$ cat src/rtl/dtt_pkg.sv
package dtt_pkg;
  typedef enum logic [1:0] {
    OP_LOAD = 2'd0,
    OP_HOLD = 2'd1,
    OP_RUN  = 2'd2,
    OP_BAD  = 2'd3
  } tmr_op_e;

  localparam int unsigned TMR_STRIDE = 16;
  localparam int unsigned OFF_DIV    = 'h00;
  localparam int unsigned OFF_CNT    = 'h04;
  localparam int unsigned OFF_CTRL   = 'h08;
  localparam int unsigned OFF_TIME   = 'h38;
  localparam int unsigned OFF_MASK   = 'h48;
  localparam int unsigned OFF_ACK    = 'h4C;
  localparam int unsigned OFF_STAT   = 'h50;
  localparam int unsigned OFF_MSTAT  = 'h54;
endpackage

$ cat src/rtl/dtt_counter.sv
module dtt_counter
  import dtt_pkg::*;
#(
  parameter int CNT_W     = 32,
  parameter int NUM_RATES = 8,
  localparam int RATE_W   = $clog2(NUM_RATES)
) (
  input  logic                 clk,
  input  logic                 rst_ni,
  input  logic [NUM_RATES-1:0] rate_tick,
  input  logic                 div_wr,
  input  logic [CNT_W-1:0]     div_data,
  input  logic                 ctrl_wr,
  input  logic [1:0]           ctrl_op,
  input  logic [RATE_W-1:0]    ctrl_rate,
  output logic [CNT_W-1:0]     div_o,
  output logic [CNT_W-1:0]     count_o,
  output logic [1:0]           op_o,
  output logic [RATE_W-1:0]    rate_o,
  output logic                 expire_o
);
  logic [CNT_W-1:0]  div_q, div_d;
  logic [CNT_W-1:0]  count_q, count_d;
  tmr_op_e           op_q, op_d;
  logic [RATE_W-1:0] rate_q, rate_d;
  logic              tick_sel;
  logic              running;

  assign tick_sel = rate_tick[rate_q];
  assign running  = (op_q == OP_RUN);
  assign expire_o = running && tick_sel && (count_q <= CNT_W'(1));

  always_comb begin
    div_d   = div_wr ? div_data : div_q;
    count_d = count_q;
    op_d    = op_q;
    rate_d  = rate_q;
    if (running && tick_sel) begin
      count_d = expire_o ? div_q : count_q - CNT_W'(1);
    end
    if (ctrl_wr) begin
      case (tmr_op_e'(ctrl_op))
        OP_LOAD: begin
          count_d = div_q;
          op_d    = OP_LOAD;
          rate_d  = ctrl_rate;
        end
        OP_HOLD: begin
          op_d   = OP_HOLD;
          rate_d = ctrl_rate;
        end
        OP_RUN: begin
          op_d   = OP_RUN;
          rate_d = ctrl_rate;
        end
        default: begin
        end
      endcase
    end
  end

  always_ff @(posedge clk or negedge rst_ni) begin
    if (!rst_ni) begin
      div_q   <= '0;
      count_q <= '0;
      op_q    <= OP_LOAD;
      rate_q  <= '0;
    end else begin
      div_q   <= div_d;
      count_q <= count_d;
      op_q    <= op_d;
      rate_q  <= rate_d;
    end
  end

  assign div_o   = div_q;
  assign count_o = count_q;
  assign op_o    = op_q;
  assign rate_o  = rate_q;

  assert_hold_frozen_R3: assert property (@(posedge clk) disable iff (!rst_ni)
    (op_q != OP_RUN && !ctrl_wr) |=> $stable(count_q));

  assert_bad_op_ignored_R5: assert property (@(posedge clk) disable iff (!rst_ni)
    (ctrl_wr && ctrl_op == 2'd3) |=> ($stable(op_q) && $stable(rate_q)));

  assert_expire_reloads_R6: assert property (@(posedge clk) disable iff (!rst_ni)
    (expire_o && !ctrl_wr) |=> (count_q == $past(div_q)));
endmodule

$ cat src/rtl/dtt_irq.sv
module dtt_irq #(
  parameter int NUM_SRC = 2
) (
  input  logic               clk,
  input  logic               rst_ni,
  input  logic [NUM_SRC-1:0] set_i,
  input  logic               mask_wr,
  input  logic [NUM_SRC-1:0] mask_bits,
  input  logic               ack_wr,
  input  logic [NUM_SRC-1:0] ack_bits,
  output logic [NUM_SRC-1:0] status_o,
  output logic [NUM_SRC-1:0] mask_o,
  output logic               irq_o
);
  logic [NUM_SRC-1:0] status_q, status_d;
  logic [NUM_SRC-1:0] mask_q, mask_d;
  logic [NUM_SRC-1:0] clr;

  always_comb begin
    clr      = ack_wr ? ack_bits : '0;
    status_d = (status_q & ~clr) | set_i;
    mask_d   = mask_wr ? mask_bits : mask_q;
  end

  always_ff @(posedge clk or negedge rst_ni) begin
    if (!rst_ni) begin
      status_q <= '0;
      mask_q   <= '0;
    end else begin
      status_q <= status_d;
      mask_q   <= mask_d;
    end
  end

  assign status_o = status_q;
  assign mask_o   = mask_q;
  assign irq_o    = |(status_q & mask_q);

  assert_ack_clears_R8: assert property (@(posedge clk) disable iff (!rst_ni)
    (ack_wr && !(|set_i)) |=> ((status_q & $past(ack_bits)) == '0));

  assert_expiry_sets_R6: assert property (@(posedge clk) disable iff (!rst_ni)
    (|set_i) |=> ((status_q & $past(set_i)) == $past(set_i)));
endmodule

$ cat src/rtl/dual_tick_timer.sv
module dual_tick_timer
  import dtt_pkg::*;
#(
  parameter int DATA_W    = 32,
  parameter int ADDR_W    = 7,
  parameter int NUM_RATES = 8
) (
  input  logic                 clk,
  input  logic                 rst_n,
  input  logic [NUM_RATES-1:0] rate_tick,
  input  logic                 bus_wr,
  input  logic [ADDR_W-1:0]    bus_addr,
  input  logic [DATA_W-1:0]    bus_wdata,
  output logic [DATA_W-1:0]    bus_rdata,
  output logic                 irq
);
  localparam int NUM_TIMERS = 2;
  localparam int CNT_W      = DATA_W;
  localparam int RATE_W     = $clog2(NUM_RATES);

  logic [1:0]  rst_sync_q;
  logic        rst_ni;

  always_ff @(posedge clk or negedge rst_n) begin
    if (!rst_n) rst_sync_q <= '0;
    else        rst_sync_q <= {rst_sync_q[0], 1'b1};
  end
  assign rst_ni = rst_sync_q[1];

  logic [CNT_W-1:0]      t_div   [NUM_TIMERS];
  logic [CNT_W-1:0]      t_count [NUM_TIMERS];
  logic [1:0]            t_op    [NUM_TIMERS];
  logic [RATE_W-1:0]     t_rate  [NUM_TIMERS];
  logic [NUM_TIMERS-1:0] t_expire;

  for (genvar g = 0; g < NUM_TIMERS; g++) begin : g_tmr
    logic div_wr, ctrl_wr;
    assign div_wr  = bus_wr && (bus_addr == ADDR_W'(g*TMR_STRIDE + OFF_DIV));
    assign ctrl_wr = bus_wr && (bus_addr == ADDR_W'(g*TMR_STRIDE + OFF_CTRL));
    dtt_counter #(.CNT_W(CNT_W), .NUM_RATES(NUM_RATES)) u_cnt (
      .clk       (clk),
      .rst_ni    (rst_ni),
      .rate_tick (rate_tick),
      .div_wr    (div_wr),
      .div_data  (bus_wdata[CNT_W-1:0]),
      .ctrl_wr   (ctrl_wr),
      .ctrl_op   (bus_wdata[1:0]),
      .ctrl_rate (bus_wdata[RATE_W+1:2]),
      .div_o     (t_div[g]),
      .count_o   (t_count[g]),
      .op_o      (t_op[g]),
      .rate_o    (t_rate[g]),
      .expire_o  (t_expire[g])
    );
  end

  logic                  mask_wr, ack_wr;
  logic [NUM_TIMERS-1:0] status, mask;

  assign mask_wr = bus_wr && (bus_addr == ADDR_W'(OFF_MASK));
  assign ack_wr  = bus_wr && (bus_addr == ADDR_W'(OFF_ACK));

  dtt_irq #(.NUM_SRC(NUM_TIMERS)) u_irq (
    .clk       (clk),
    .rst_ni    (rst_ni),
    .set_i     (t_expire),
    .mask_wr   (mask_wr),
    .mask_bits (bus_wdata[NUM_TIMERS-1:0]),
    .ack_wr    (ack_wr),
    .ack_bits  (bus_wdata[NUM_TIMERS-1:0]),
    .status_o  (status),
    .mask_o    (mask),
    .irq_o     (irq)
  );

  logic [DATA_W-1:0] time_q, time_d;
  assign time_d = time_q + DATA_W'(1);

  always_ff @(posedge clk or negedge rst_ni) begin
    if (!rst_ni) time_q <= '0;
    else         time_q <= time_d;
  end

  always_comb begin
    bus_rdata = '0;
    for (int i = 0; i < NUM_TIMERS; i++) begin
      if (bus_addr == ADDR_W'(i*TMR_STRIDE + OFF_DIV))  bus_rdata = DATA_W'(t_div[i]);
      if (bus_addr == ADDR_W'(i*TMR_STRIDE + OFF_CNT))  bus_rdata = DATA_W'(t_count[i]);
      if (bus_addr == ADDR_W'(i*TMR_STRIDE + OFF_CTRL)) bus_rdata = DATA_W'({t_rate[i], t_op[i]});
    end
    if (bus_addr == ADDR_W'(OFF_TIME))  bus_rdata = time_q;
    if (bus_addr == ADDR_W'(OFF_MASK))  bus_rdata = DATA_W'(mask);
    if (bus_addr == ADDR_W'(OFF_STAT))  bus_rdata = DATA_W'(status);
    if (bus_addr == ADDR_W'(OFF_MSTAT)) bus_rdata = DATA_W'(status & mask);
  end

  assert_time_steps_R9: assert property (@(posedge clk) disable iff (!rst_ni)
    rst_ni |=> (time_q == $past(time_q) + DATA_W'(1)));

  assert_irq_quiet_in_reset_R1: assert property (@(posedge clk)
    (!rst_ni) |-> !irq);
endmodule

$ cat config.mk
export PLATFORM = sky130hd
export DESIGN_NAME = dual_tick_timer
export DESIGN_NICKNAME = d
export VERILOG_FILES = /design/src/rtl/dtt_pkg.sv /design/src/rtl/dtt_counter.sv /design/src/rtl/dtt_irq.sv /design/src/rtl/dual_tick_timer.sv
export SDC_FILE = /design/constraint.sdc
export NUM_CORES = 1
export LEC_CHECK = 0
export BUFFER_PORTS_ARGS = -buffer_cell sky130_fd_sc_hd__clkbuf_2
export CORE_ASPECT_RATIO = 1.2
export CORE_MARGIN = 8
export CORE_UTILIZATION = 55
export DETAILED_ROUTE_END_ITERATION = 7
export GPL_ROUTABILITY_DRIVEN = 0
export PLACE_DENSITY = 0.8
export SLEW_MARGIN = 30
export SYNTH_ARGS = -nofsm -noshare
export SYNTH_HDL_FRONTEND = slang
export SYNTH_HIERARCHICAL = 1
export SYNTH_SLANG_ARGS = --single-unit
$ cat constraint.sdc
create_clock -name clk -period 4.8 [get_ports clk]
set_clock_uncertainty 0.05 [all_clocks]
set_input_delay 0.96 -clock clk [delete_from_list [all_inputs] [get_ports clk]]
set_output_delay 0.96 -clock clk [all_outputs]
set_load 0.05 [all_outputs]
==> impl_metrics.env <==
export IMPL_syn_avg_cell_area_um2=9.20
export IMPL_reg2reg_depth=8
export IMPL_setup_tns_final_ns=0
export IMPL_cp_max_fo=21
export IMPL_cts_repair_resized=0
export IMPL_synth_top_cell_by_area="dfrtp_1"
export IMPL_crit_required_ns=3.79
export IMPL_fin_crit_sh=0.865
export IMPL_overflow=0
export IMPL_tightestPinTransition_ns=0.885
export IMPL_dieArea_um2=23000
export IMPL_wl_met3_um=2930
export IMPL_place_area_um2=11100
export IMPL_synth_ff_type="dfrtp_1"
export IMPL_cts_buffer_depth=2
export IMPL_routed_wl_um=29800
export IMPL_die_h_um=165
export IMPL_ir_drop_mv=0.294
export IMPL_end_kind="primary output"
export IMPL_yosysSeqAreaShare=0.435
export IMPL_core_area_um2=18100
export IMPL_vias=9253
export IMPL_area_growth_pct=15.7
export IMPL_synthesis_area_um2=10100
export IMPL_relSlewSlack=0.410
export IMPL_clock_sinks=176
export IMPL_cap_violations=0
export IMPL_grt_pass1_vias=8917
export IMPL_antenna_found_initial=1
export IMPL_path_class="in2out"
export IMPL_fin_hold_ws_ns=0.189
export IMPL_drive_gt1_frac=0.204
export IMPL_setup_violations=0
export IMPL_sw_frac_of_total=0.327
export IMPL_p_int_uw=2910
export IMPL_clockPowerShare=0.343
export IMPL_cp_arrival_ns=3.14
export IMPL_wl_met2_um=14000
export IMPL_syn_num_nets=1156
export IMPL_wire_per_inst_um=21.3
export IMPL_netlist_top_cells_area="dfrtp_1 (43%), mux2_2 (7.8%), nand2_1 (4.5%), nor2_1 (4.1%), a21oi_1 (3.9%)"
export IMPL_first_pass_iters=6
export IMPL_grt_max_degree=106
export IMPL_post_cts_buffers=0
export IMPL_leakage_uw=0.00514
export IMPL_rows=54
export IMPL_clk_pin_slew_worst_paths_ns=0.07
export IMPL_cp_start_kind="input port"
export IMPL_drc_errors=0
export IMPL_antenna_cells=0
export IMPL_wl_met1_um=11600
export IMPL_post_route_cell_area_um2=11700
export IMPL_critPathBufInv=3
export IMPL_power_density_nw_per_um2=369
export IMPL_max_freq_mhz=241
export IMPL_cts_tree="yes"
export IMPL_syn_inst=1101
export IMPL_via_per_inst=6.62
export IMPL_nets=1216
export IMPL_h_tree_depth=4
export IMPL_die_width_um=140
export IMPL_worst_path_max_delay_cell="or4b_4"
export IMPL_grt_pass1_wl_um=47800
export IMPL_drt_iter0_drc=1209
export IMPL_yosys_area_top_type_share=0.435
export IMPL_hp_class="reg2async"
export IMPL_cpPeakStageDelay_ns=0.55
export IMPL_gr_usage_all_layers=0.262
export IMPL_hpwl_um=21200
export IMPL_final_cell_mix="dfrtp_1 (175), nand2_1 (121), nor2_1 (111)"
export IMPL_power_frac_seq=0.437
export IMPL_clk_latency_ns=0.44
export IMPL_setup_worst_path_start="bus_addr[1]"
export IMPL_period_needed_ns=4.15
export IMPL_cts_buffers=17
export IMPL_combinationalPowerShare=0.220
export IMPL_clock_root_buffer="clkbuf_16"
export IMPL_final_common_cell="dfrtp_1"
export IMPL_rrSetupSlack_ns=1.24
export IMPL_cpLargestDelayFamily="simple AND/OR/NAND/NOR gates"
export IMPL_ys_types=78
export IMPL_ant_nets=0
export IMPL_rsz0062_at_grt="false"
export IMPL_r2r_end="g_tmr[1].u_cnt/count_o[6]$_DFF_PN0_"
export IMPL_ys_ff_latch=176
export IMPL_reg2reg_from="g_tmr[1].u_cnt/count_o[10]$_DFF_PN0_"
export IMPL_crit_chain="clkbuf_2, or4b_4, or2_1, nor2_4, buf_4, nand2_1, o31ai_1, buf_12"
export IMPL_synth_edf_count=0
export IMPL_cts_hold_buf=0
export IMPL_io_pins=83
export IMPL_synth_warnings=6
export IMPL_synthArstFlopShare=1.00
export IMPL_hold_viol_final=0
export IMPL_top_layer="met5"
export IMPL_start_util=0.559
export IMPL_status="completed"
export IMPL_netSwitchingPower_uw=1410
export IMPL_finalPower_uw=4330
export IMPL_io_buffers=82
export IMPL_final_max_slew_viol_count=0
[metrics by stage]
step           worst slack [ns]  std cells   util
2_1_floorplan             0.540       1101      -
3_3_place_gp              0.771       1364  0.609
3_5_place_dp              0.715       1365  0.610
4_1_cts                   0.693       1397  0.645
5_1_grt                   0.516       1398  0.647
6_report                  0.646       1398  0.647
[cells in the mapped netlist (all sizes together), types with 7 or more instances]
master,number
and3,7
o31ai,29
o311ai,7
clkbuf,35
buf,27
nor3,65
a21oi,79
o21ai,55
nor2,112
nand2,123
xor2,27
or2,8
mux2i,12
nor4,19
dfrtp,176
nand3,41
o22ai,12
or4,11
or3,17
inv,18
nand2b,7
nor2b,16
mux2,72
xnor2,34
nand4,14
[power by group through the flow]
stage	Combinational [µW]	Clock (µW)	Sequential, µW
after floorplan	693	0	1840
after global placement	868	0	1900
after detailed placement	897	0	1910
after CTS	916	1490	1880
after global routing	1020	1550	1910
final	950	1490	1890
[cell type report]
cell class / count / area (µm²)
timing repair buffer: 103 / 983
multi-input combinational: 844 / 5340
clock inverter: 10 / 149
fill: 1426 / 6390
sequential: 176 / 4410
tap: 224 / 280
inverter: 19 / 71.3
clock buffer: 22 / 484
[registers in the layout, summed over array words and instances (netlist names)]
name	flops
rst_sync_q	2
g_tmr.u_cnt/count_o	64
time_q	32
g_tmr.u_cnt/div_o	64
u_irq/mask_o	2
g_tmr.u_cnt/rate_o	6
u_irq/status_o	2
g_tmr.u_cnt/op_o	4
[kinds of logic (layout without fill, tap and decap cells)]
group                    count (synthesis)  in the layout  synth area share
AO/OA/AOI/OAI                          239            239             0.150
XOR/XNOR                                61             61            0.0528
adder cells (fa/ha/maj)                  5              5           0.00618
buffers and inverters                   81            154            0.0398
flip-flops                             176            176             0.435
multiplexers                            84             84            0.0927
other                                    1              1          0.000370
AND/OR/NAND/NOR                        454            454             0.223
[worst reg2reg max path, cell delays in order (launching register included)]
cell and delay, ns:
dfrtp_1 0.48, or4_4 0.62, nor4b_1 0.62, nand4_1 0.17, buf_4 0.22, o21ai_2 0.69, buf_4 0.40, a21oi_1 0.12
o41ai_1 0.08
[worst max path at each step]
stage | to | cells past startpoint
4_1_cts | bus_rdata[19] | 8
2_1_floorplan | bus_rdata[12] | 7
6_report | bus_rdata[15] | 8
3_5_place_dp | bus_rdata[14] | 8
5_1_grt | bus_rdata[15] | 8
3_3_place_gp | bus_rdata[19] | 8
[layer usage]
metal / vias to the layer above / GRT usage
met5: - / 0
met4: 2 / 0.122
met3: 101 / 0.0587
met2: 575 / 0.419
met1: 4475 / 0.335
li1: 4100 / -
Power figures use the tool's default switching activity.
